### config.mk
export PLATFORM = sky130hd
export DESIGN_NAME = edge_delay_meter
export DESIGN_NICKNAME = d
export VERILOG_FILES = /design/src/rtl/edge_delay_meter.sv
export SDC_FILE = /design/constraint.sdc
export NUM_CORES = 1
export LEC_CHECK = 0
export ABC_AREA = 1
export BUFFER_PORTS_ARGS = -buffer_cell sky130_fd_sc_hd__buf_4
export CAP_MARGIN = 15
export CORE_MARGIN = 2
export CORE_UTILIZATION = 45
export CTS_BUF_LIST = sky130_fd_sc_hd__clkbuf_16
export CTS_CLUSTER_SIZE = 40
export DETAILED_ROUTE_END_ITERATION = 10
export MAX_ROUTING_LAYER = met4
export PLACE_DENSITY = 0.66
export SLEW_MARGIN = 10
export SYNTH_ARGS = -nofsm -noshare
export SYNTH_HDL_FRONTEND = slang
export SYNTH_SLANG_ARGS = --single-unit
### constraint.sdc
create_clock -name clk -period 4.1 [get_ports clk]
set_clock_uncertainty 0.1 [all_clocks]
set_input_delay 0.205 -clock clk [delete_from_list [all_inputs] [get_ports clk]]
set_output_delay 0.205 -clock clk [all_outputs]
set_load 0.005 [all_outputs]
### src/rtl/edge_delay_meter.sv
module edge_delay_meter #(
  parameter int IDX_W = 32,
  parameter int CNT_W = 16
) (
  input  logic             clk,
  input  logic             rst,
  input  logic [1:0]       ref_pol,
  input  logic [1:0]       rsp_pol,
  input  logic             ref_in,
  input  logic             rsp_in,
  output logic             meas_valid,
  output logic [IDX_W-1:0] meas_delay,
  output logic [CNT_W-1:0] miss_ref_cnt,
  output logic             miss_ref_pulse,
  output logic [CNT_W-1:0] miss_rsp_cnt,
  output logic             miss_rsp_pulse
);

  localparam logic [CNT_W-1:0] CNT_MAX = '1;

  typedef enum logic {WAIT_REF = 1'b0, WAIT_RSP = 1'b1} state_t;

  state_t           state, state_nx;
  logic [1:0]       ref_pol_q, rsp_pol_q;
  logic             primed, ref_prev, rsp_prev, rsp_seen;
  logic [IDX_W-1:0] idx, start_idx;
  logic             ref_ev, rsp_ev;
  logic             open_m, close_m, miss_ref, miss_rsp;
  logic             inc_ref, inc_rsp;

  function automatic logic sel_edge(input logic [1:0] pol, input logic prev, input logic cur);
    case (pol)
      2'b00:   sel_edge = !prev && cur;
      2'b01:   sel_edge = prev && !cur;
      default: sel_edge = prev ^ cur;
    endcase
  endfunction

  assign ref_ev = primed && sel_edge(ref_pol_q, ref_prev, ref_in);
  assign rsp_ev = primed && sel_edge(rsp_pol_q, rsp_prev, rsp_in);

  assign close_m  = (state == WAIT_RSP) ? rsp_ev : (ref_ev && rsp_ev);
  assign open_m   = ref_ev && ((state == WAIT_REF) || rsp_ev);
  assign miss_ref = (state == WAIT_RSP) && ref_ev && !rsp_ev;
  assign miss_rsp = (state == WAIT_REF) && rsp_ev && !ref_ev && rsp_seen;
  assign inc_ref  = miss_ref && (miss_ref_cnt != CNT_MAX);
  assign inc_rsp  = miss_rsp && (miss_rsp_cnt != CNT_MAX);

  always_comb begin
    state_nx = state;
    if (state == WAIT_REF) begin
      if (ref_ev && !rsp_ev) state_nx = WAIT_RSP;
    end else if (rsp_ev) begin
      state_nx = ref_ev ? WAIT_RSP : WAIT_REF;
    end
  end

  always_ff @(posedge clk) begin
    if (rst) begin
      ref_pol_q      <= ref_pol;
      rsp_pol_q      <= rsp_pol;
      state          <= WAIT_REF;
      primed         <= 1'b0;
      ref_prev       <= 1'b0;
      rsp_prev       <= 1'b0;
      rsp_seen       <= 1'b0;
      idx            <= '0;
      start_idx      <= '0;
      meas_valid     <= 1'b0;
      meas_delay     <= '0;
      miss_ref_cnt   <= '0;
      miss_rsp_cnt   <= '0;
      miss_ref_pulse <= 1'b0;
      miss_rsp_pulse <= 1'b0;
    end else begin
      primed         <= 1'b1;
      ref_prev       <= ref_in;
      rsp_prev       <= rsp_in;
      idx            <= idx + 1'b1;
      state          <= state_nx;
      rsp_seen       <= rsp_seen || close_m;
      meas_valid     <= close_m;
      miss_ref_pulse <= inc_ref;
      miss_rsp_pulse <= inc_rsp;
      if (open_m)  start_idx <= idx;
      if (close_m) meas_delay <= (state == WAIT_RSP) ? idx - start_idx : '0;
      if (inc_ref) miss_ref_cnt <= miss_ref_cnt + 1'b1;
      if (inc_rsp) miss_rsp_cnt <= miss_rsp_cnt + 1'b1;
    end
  end

  assert_delay_held_R3: assert property (@(posedge clk) disable iff (rst)
    !$stable(meas_delay) |-> meas_valid);

  assert_ref_pulse_R10: assert property (@(posedge clk) disable iff (rst)
    miss_ref_pulse |-> miss_ref_cnt == $past(miss_ref_cnt) + 1'b1);

  assert_rsp_pulse_R10: assert property (@(posedge clk) disable iff (rst)
    miss_rsp_pulse |-> miss_rsp_cnt == $past(miss_rsp_cnt) + 1'b1);

  assert_ref_sat_R9: assert property (@(posedge clk) disable iff (rst)
    miss_ref_cnt == CNT_MAX |=> miss_ref_cnt == CNT_MAX);

  assert_rsp_sat_R9: assert property (@(posedge clk) disable iff (rst)
    miss_rsp_cnt == CNT_MAX |=> miss_rsp_cnt == CNT_MAX);

  assert_no_early_rsp_miss_R6: assert property (@(posedge clk) disable iff (rst)
    !rsp_seen |-> miss_rsp_cnt == '0);

  assert_first_sample_quiet_R8: assert property (@(posedge clk) disable iff (rst)
    !primed |=> !meas_valid && !miss_ref_pulse && !miss_rsp_pulse);

  assert_pol_frozen_R11: assert property (@(posedge clk) disable iff (rst)
    primed |-> $stable(ref_pol_q) && $stable(rsp_pol_q));

endmodule

# Word level (Yosys, flattened, before mapping)
# Index checks and enable logic that the tools add are counted.
totals:
  register_bits: 140
  latchBits: 0
  ram_bits: 0
  mem_bits_ro: 0
  in_bits: 8
  out_inout_bits: 67
  mem_count: 0
op_classes:
  add_sub_neg: 4
  mul: 0
  div_mod_pow: 0
  magnitude_cmp: 0
  n_eq_ne: 4
  n_shift: 0
  muxes: 9
  bitwise: 3
  n_reduce_logical: 26
op_table:
  columns: ["operator", "n"]
  rows:
  - ["adder 16 x 1 -> 16 bit (second input constant)", 2]
  - ["adder 32 x 1 -> 32 bit (second input constant)", 1]
  - ["2-to-1 mux 32 bit", 1]
  - ["!= test 16 bit (second input constant)", 2]
  - ["subtractor 32 bit", 1]
  - ["logical AND 1 bit", 16]
  - ["zero test 1 bit", 6]
  - ["2-to-1 mux 1 bit", 6]
  - ["equality test 2 x 1 -> 1 bit (second input constant)", 2]
  - ["zero test 2 bit", 2]
  - ["one-hot mux 1 bit (2 select lines)", 2]
  - ["logical OR 1 bit", 2]
  - ["XOR 1 bit", 2]
  - ["inverter 1 bit", 1]

# Logic depth before layout (Yosys ltp)
depth:
  depth_word: 8
  mapped_depth: 14

# Least setup slack after synthesis
# OpenSTA, ideal clock, no wires.
synth_timing:
  kind: "register to register"
  from: "register idx[0]"
  to: "register meas_delay[16]"
  arrival_ns: 1.769
  path_slack_ns: 2.098
  path_stages_with_launch: 14
  path_buffers: 0
  path_cell_list: "dfxtp_1 inv_1 ha_1 fa_1 inv_1 nand3_1 nand3_1 nand2_1 nand2_1 inv_1 o21ai_0 nand2_1 nand3_1 a21oi_1"
synth_between:
  elab_chain_len: 2
synth_lines:
  columns: ["element", "line", "rtl"]
  rows:
  - ["start: declaration", "26", "logic [IDX_W-1:0] idx, start_idx;"]
  - ["start signal: assignment", "79", "idx <= idx + 1'b1;"]
  - ["subtractor 32 bit", "86", "if (close_m) meas_delay <= (state == WAIT_RSP) ? idx - start_idx : '0;"]
  - ["2-to-1 mux 32 bit", "86", null]
  - ["end signal: assignment", "86", null]
  - ["end: declaration", "12", "output logic [IDX_W-1:0] meas_delay,"]
# Every way passes these cells.
# A chain may end at the register's enable or synchronous reset.

# Worst setup path after layout
layout_timing:
  from: "input port rsp_in"
  to: "register miss_rsp_cnt[9]"
layout_between:
  elab_chain_len: 8
  word_cells_on_any_way: 10
  classes_between: "mux (1); bitwise (1); reduce/logical (8)"
layout_lines:
  columns: ["element", "line", "rtl"]
  rows:
  - ["start: declaration", "10", "input logic rsp_in,"]
  - ["zero test 1 bit", "34", "2'b01: sel_edge = prev && !cur;"]
  - ["logical AND 1 bit", "34", null]
  - ["one-hot mux 1 bit (2 select lines) *", "32", "case (pol)"]
  - ["logical AND 1 bit *", "40", "assign rsp_ev = primed && sel_edge(rsp_pol_q, rsp_prev, rsp_in);"]
  - ["logical AND 1 bit * (3 in series)", "45", "assign miss_rsp = (state == WAIT_REF) && rsp_ev && !ref_ev && rsp_seen;"]
  - ["logical AND 1 bit *", "47", "assign inc_rsp = miss_rsp && (miss_rsp_cnt != CNT_MAX);"]
  - ["end signal: assignment", "88", "if (inc_rsp) miss_rsp_cnt <= miss_rsp_cnt + 1'b1;"]
  - ["end: declaration", "15", "output logic [CNT_W-1:0] miss_rsp_cnt,"]
# Mark *: on every way between the ends. The rest lies on a longest branch, timed or not.

==> summary.txt <==
Status - finished clean
DR iter-0 viols - 452
Largest family of logic cells by synthesized area - simple AND/OR/NAND/NOR gates
Routability Congestion - 0.886
Grt ovf - 0
Highest routed metal layer - met4
Leakage power - 4.51 nW
Global-route wire length before repair - 35,100 microns
Avg Inst Size Synth - 6.48 sq um
Sequential Area - 2840 sq um
Clock share of power - 42.7%
Primary FF master, synth - dfxtp_1
Share of layout cells above drive strength 1 - 12.3%
P_sw - 0.00105 W
CP bufs+invs - 4
DRC viols - 0
Power Dens Cells - 352 nW/um^2
Multi-input logic area - 4720 sq um
FF-to-FF path depth - 10
Final hold violation count - 0
Placed Instance Area - 9270 sq um
Starting density of the core - 45.8%
Post-DRT Antenna Nets - 0
Clk_lat worst skew - 0.43 ns
WL met2 - 9320 microns
Dominant cell type by area after synthesis - dfxtp_1
Reg clk slew, reported paths - 0.06 ns
Num CTS Buffers - 17
Crit-path max cell delay - 0.53 ns
RR Startpoint - rsp_prev$_SDFF_PP0_
Simple-gate share of the synthesized area - 33.8%
Post-synth EDFFs - 4
Req. time, crit path - 4.36 ns
I/O Buffers - 74
VDD IR max - 0.290 mV
Synth cell count leaders - nand2_1 (372), inv_1 (213), dfxtp_1 (136)
Fin Setup TNS - 0 ns
Total Routing Usage GR - 22.2%
Compound-gate portion of the synthesized area - 13.3%
Die H - 142 microns
Post-synthesis adder-cell area fraction - 5.95%
Crit-path max FO - 20
Area contributors post-synth - dfxtp_1 (32%), nand2_1 (16%), inv_1 (9.4%)
Initial antenna violation count - 0
DR WL/cell - 12.7 microns
DIE WIDTH - 142 microns
Post-detail-place hpwl - 15,300 microns
Async set-reset flop share out of synthesis - 0%
Rel. slew slack - 32.0%
WHS Path Cells - 3
Seq pwr share - 41.2%
I/O pin count - 75
Yosys reg bits - 140
Most instantiated library cell after synthesis - nand2_1
Core box area - 18,600 sq um
Final Max Slew Viols - 0
Period minus WS final - 2.78 ns
Net Sw Frac - 30.0%
Die area - 20,100 sq um
Final instance area - 9890 sq um
WHS Endpoint - primed$_DFF_P_
Crit path max-delay family - buffers and inverters
Mapped cell area - 8540 sq um
Kind of critical path - in2reg
Resize count post-CTS - 0
Cell mode on critical path - nand2_1
Total Nets Final - 1,437
CTS H-tree depth - 4
Syn_nets - 1,365
Distinct cells, synth - 48
Clock Sink Count - 140
Post-Route WL - 20,800 microns
Largest net degree at the start of global routing - 83
Gate Count Post-Synth - 1,317
M1 WL - 10,300 microns
Register area share after synthesis - 33.3%
Clock Tree Root - clkbuf_16
Final setup fails - 0
Hold Crit Start - rst
CTS tree - built
Worst Tran Pin Value - 1.01 ns
Vias - 8,094
Crit path launch type - primary input
Std cell rows - 50
Router iterations before antenna repair - 5
Mux cell area share after synthesis - 0%
# diodes - 0
Worst path cell trace - dlygate4sd3_1 -> buf_4 -> inv_1 -> ha_1 -> a21oi_1 -> o21ai_2 -> nor2_1 -> nand2_1 -> nor2_2 -> nand2_1 -> inv_1 -> nand2_1 -> a21oi_2
F_max - 360 MHz
YS warnings - 0
Comb pwr share - 16.2%
Critical Path AT - 3.04 ns
RSZ-0062 raised after global routing - false
Hold/Removal Path Class - in2reg
Vias in the first global route - 7,457
MaxCap Viol Count - 0
Synth top area share - 31.9%
Post-Synth XOR/XNOR Area - 2.15%
Setup slack, reg-to-reg - 1.49 ns
Origin of the worst setup path - rsp_in
DR vias/cell - 4.95
Max Buffers Root-to-Sink - 2
Final worst-path cycle share - 67.7%
FF-to-FF End - miss_rsp_cnt[9]$_SDFFE_PP0P_
Crit path capture type - flop
P&R area growth vs syn - 15.9%
Int Power - 0.00244 W
Met3 WL - 840 microns
Fill cells - 1,928
Slowest-stage cell, CP - dlygate4sd3_1
[placed cells by master (no fill, tap or decap), types with 4 or more instances in the layout]
| master | instances |
|---|---|
| nor3b_1 | 4 |
| nor3_1 | 20 |
| dfxtp_1 | 136 |
| nor2_1 | 98 |
| buf_4 | 80 |
| o21a_1 | 6 |
| o21bai_1 | 4 |
| nand2_1 | 372 |
| o21ai_0 | 56 |
| clkbuf_16 | 17 |
| edfxtp_1 | 4 |
| dlygate4sd3_1 | 6 |
| a21oi_1 | 124 |
| nand3_1 | 76 |
| nor2_2 | 11 |
| clkinv_4 | 4 |
| or2_2 | 10 |
| inv_2 | 4 |
| a21boi_0 | 4 |
| a21oi_2 | 7 |
| nand3b_1 | 4 |
| nand4_1 | 16 |
| inv_1 | 213 |
| nor4_1 | 8 |
| xnor2_1 | 4 |
| ha_1 | 39 |
| nand2_2 | 14 |
| xor2_1 | 17 |
[kinds of logic after synthesis]
logic type | count (synthesis)
compound gates | 211
xor+xnor | 21
fa+ha+maj | 40
buf+inv | 251
flops | 140
simple gates | 654
[how the worst max path moves through the flow]
stage                                         end  slack (ns)  depth (start not counted)
floorplan             meas_delay[16]$_SDFFE_PP0P_        2.10                         13
global route         miss_rsp_cnt[2]$_SDFFE_PP0P_        1.06                         13
CTS                  miss_rsp_cnt[2]$_SDFFE_PP0P_        1.35                         13
detailed placement  miss_rsp_cnt[14]$_SDFFE_PP0P_        1.44                         12
finish               miss_rsp_cnt[9]$_SDFFE_PP0P_        1.32                         13
global placement    miss_rsp_cnt[14]$_SDFFE_PP0P_        1.52                         12
[power groups by stage]
stage | sequential [W] | combinational [W] | clock, W
2_1_floorplan | 0.00146 | 0.000419 | 0
3_3_place_gp | 0.00146 | 0.000543 | 0
3_5_place_dp | 0.00146 | 0.000553 | 0
4_1_cts | 0.00143 | 0.000561 | 0.00152
5_1_grt | 0.00144 | 0.000651 | 0.00158
6_report | 0.00143 | 0.000562 | 0.00149
[metal layers]
metal	global-route usage [%]	up-vias
met3	4.02	22
met2	35.6	159
met5	-	-
li1	-	4332
met4	5.89	0
met1	28.9	3581
[stage by stage]
stage / hold WS (ns) / cells / setup WS [ns] / total power (W) / utilization, %
2_1_floorplan: 0.204 / 1317 / 2.10 / 0.00188 / -
3_3_place_gp: 0.284 / 1598 / 1.52 / 0.00201 / 49.7
3_5_place_dp: 0.284 / 1598 / 1.44 / 0.00202 / 49.7
4_1_cts: 0.207 / 1636 / 1.35 / 0.00351 / 53.1
5_1_grt: 0.242 / 1636 / 1.06 / 0.00367 / 53.1
6_report: 0.222 / 1636 / 1.32 / 0.00348 / 53.1
[state kept, by name, summed over array words and instances, names as in the netlist, 2 cells and up]
register	cells
idx	32
meas_delay	32
start_idx	32
miss_ref_cnt	16
miss_rsp_cnt	16
ref_pol_q	2
rsp_pol_q	2
[worst register-to-register path: stages, from the launching register on]
cell     delay, ns
dfxtp_1       0.31
ha_1          0.27
a21oi_1       0.17
o21ai_2       0.10
nor2_1        0.13
nand2_1       0.08
nor2_2        0.12
nand2_1       0.47
inv_1         0.52
nand2_1       0.13
a21oi_2       0.13
[what timing repair did]
item	4_1_cts	5_1_grt
hold endpoints to repair	6	0
hold buffers	6	0
setup buffers	0	0
[area by class of cell]
cell class / count / share of cell area (%)
Multi-Input combinational cell: 926 / 47.7
Tap cell: 234 / 2.96
Timing Repair Buffer: 86 / 6.68
Clock inverter: 15 / 1.40
Sequential cell: 140 / 28.7
Inverter: 218 / 8.27
Clock buffer: 17 / 4.30
No activity file was read; power rests on OpenSTA's default activity.
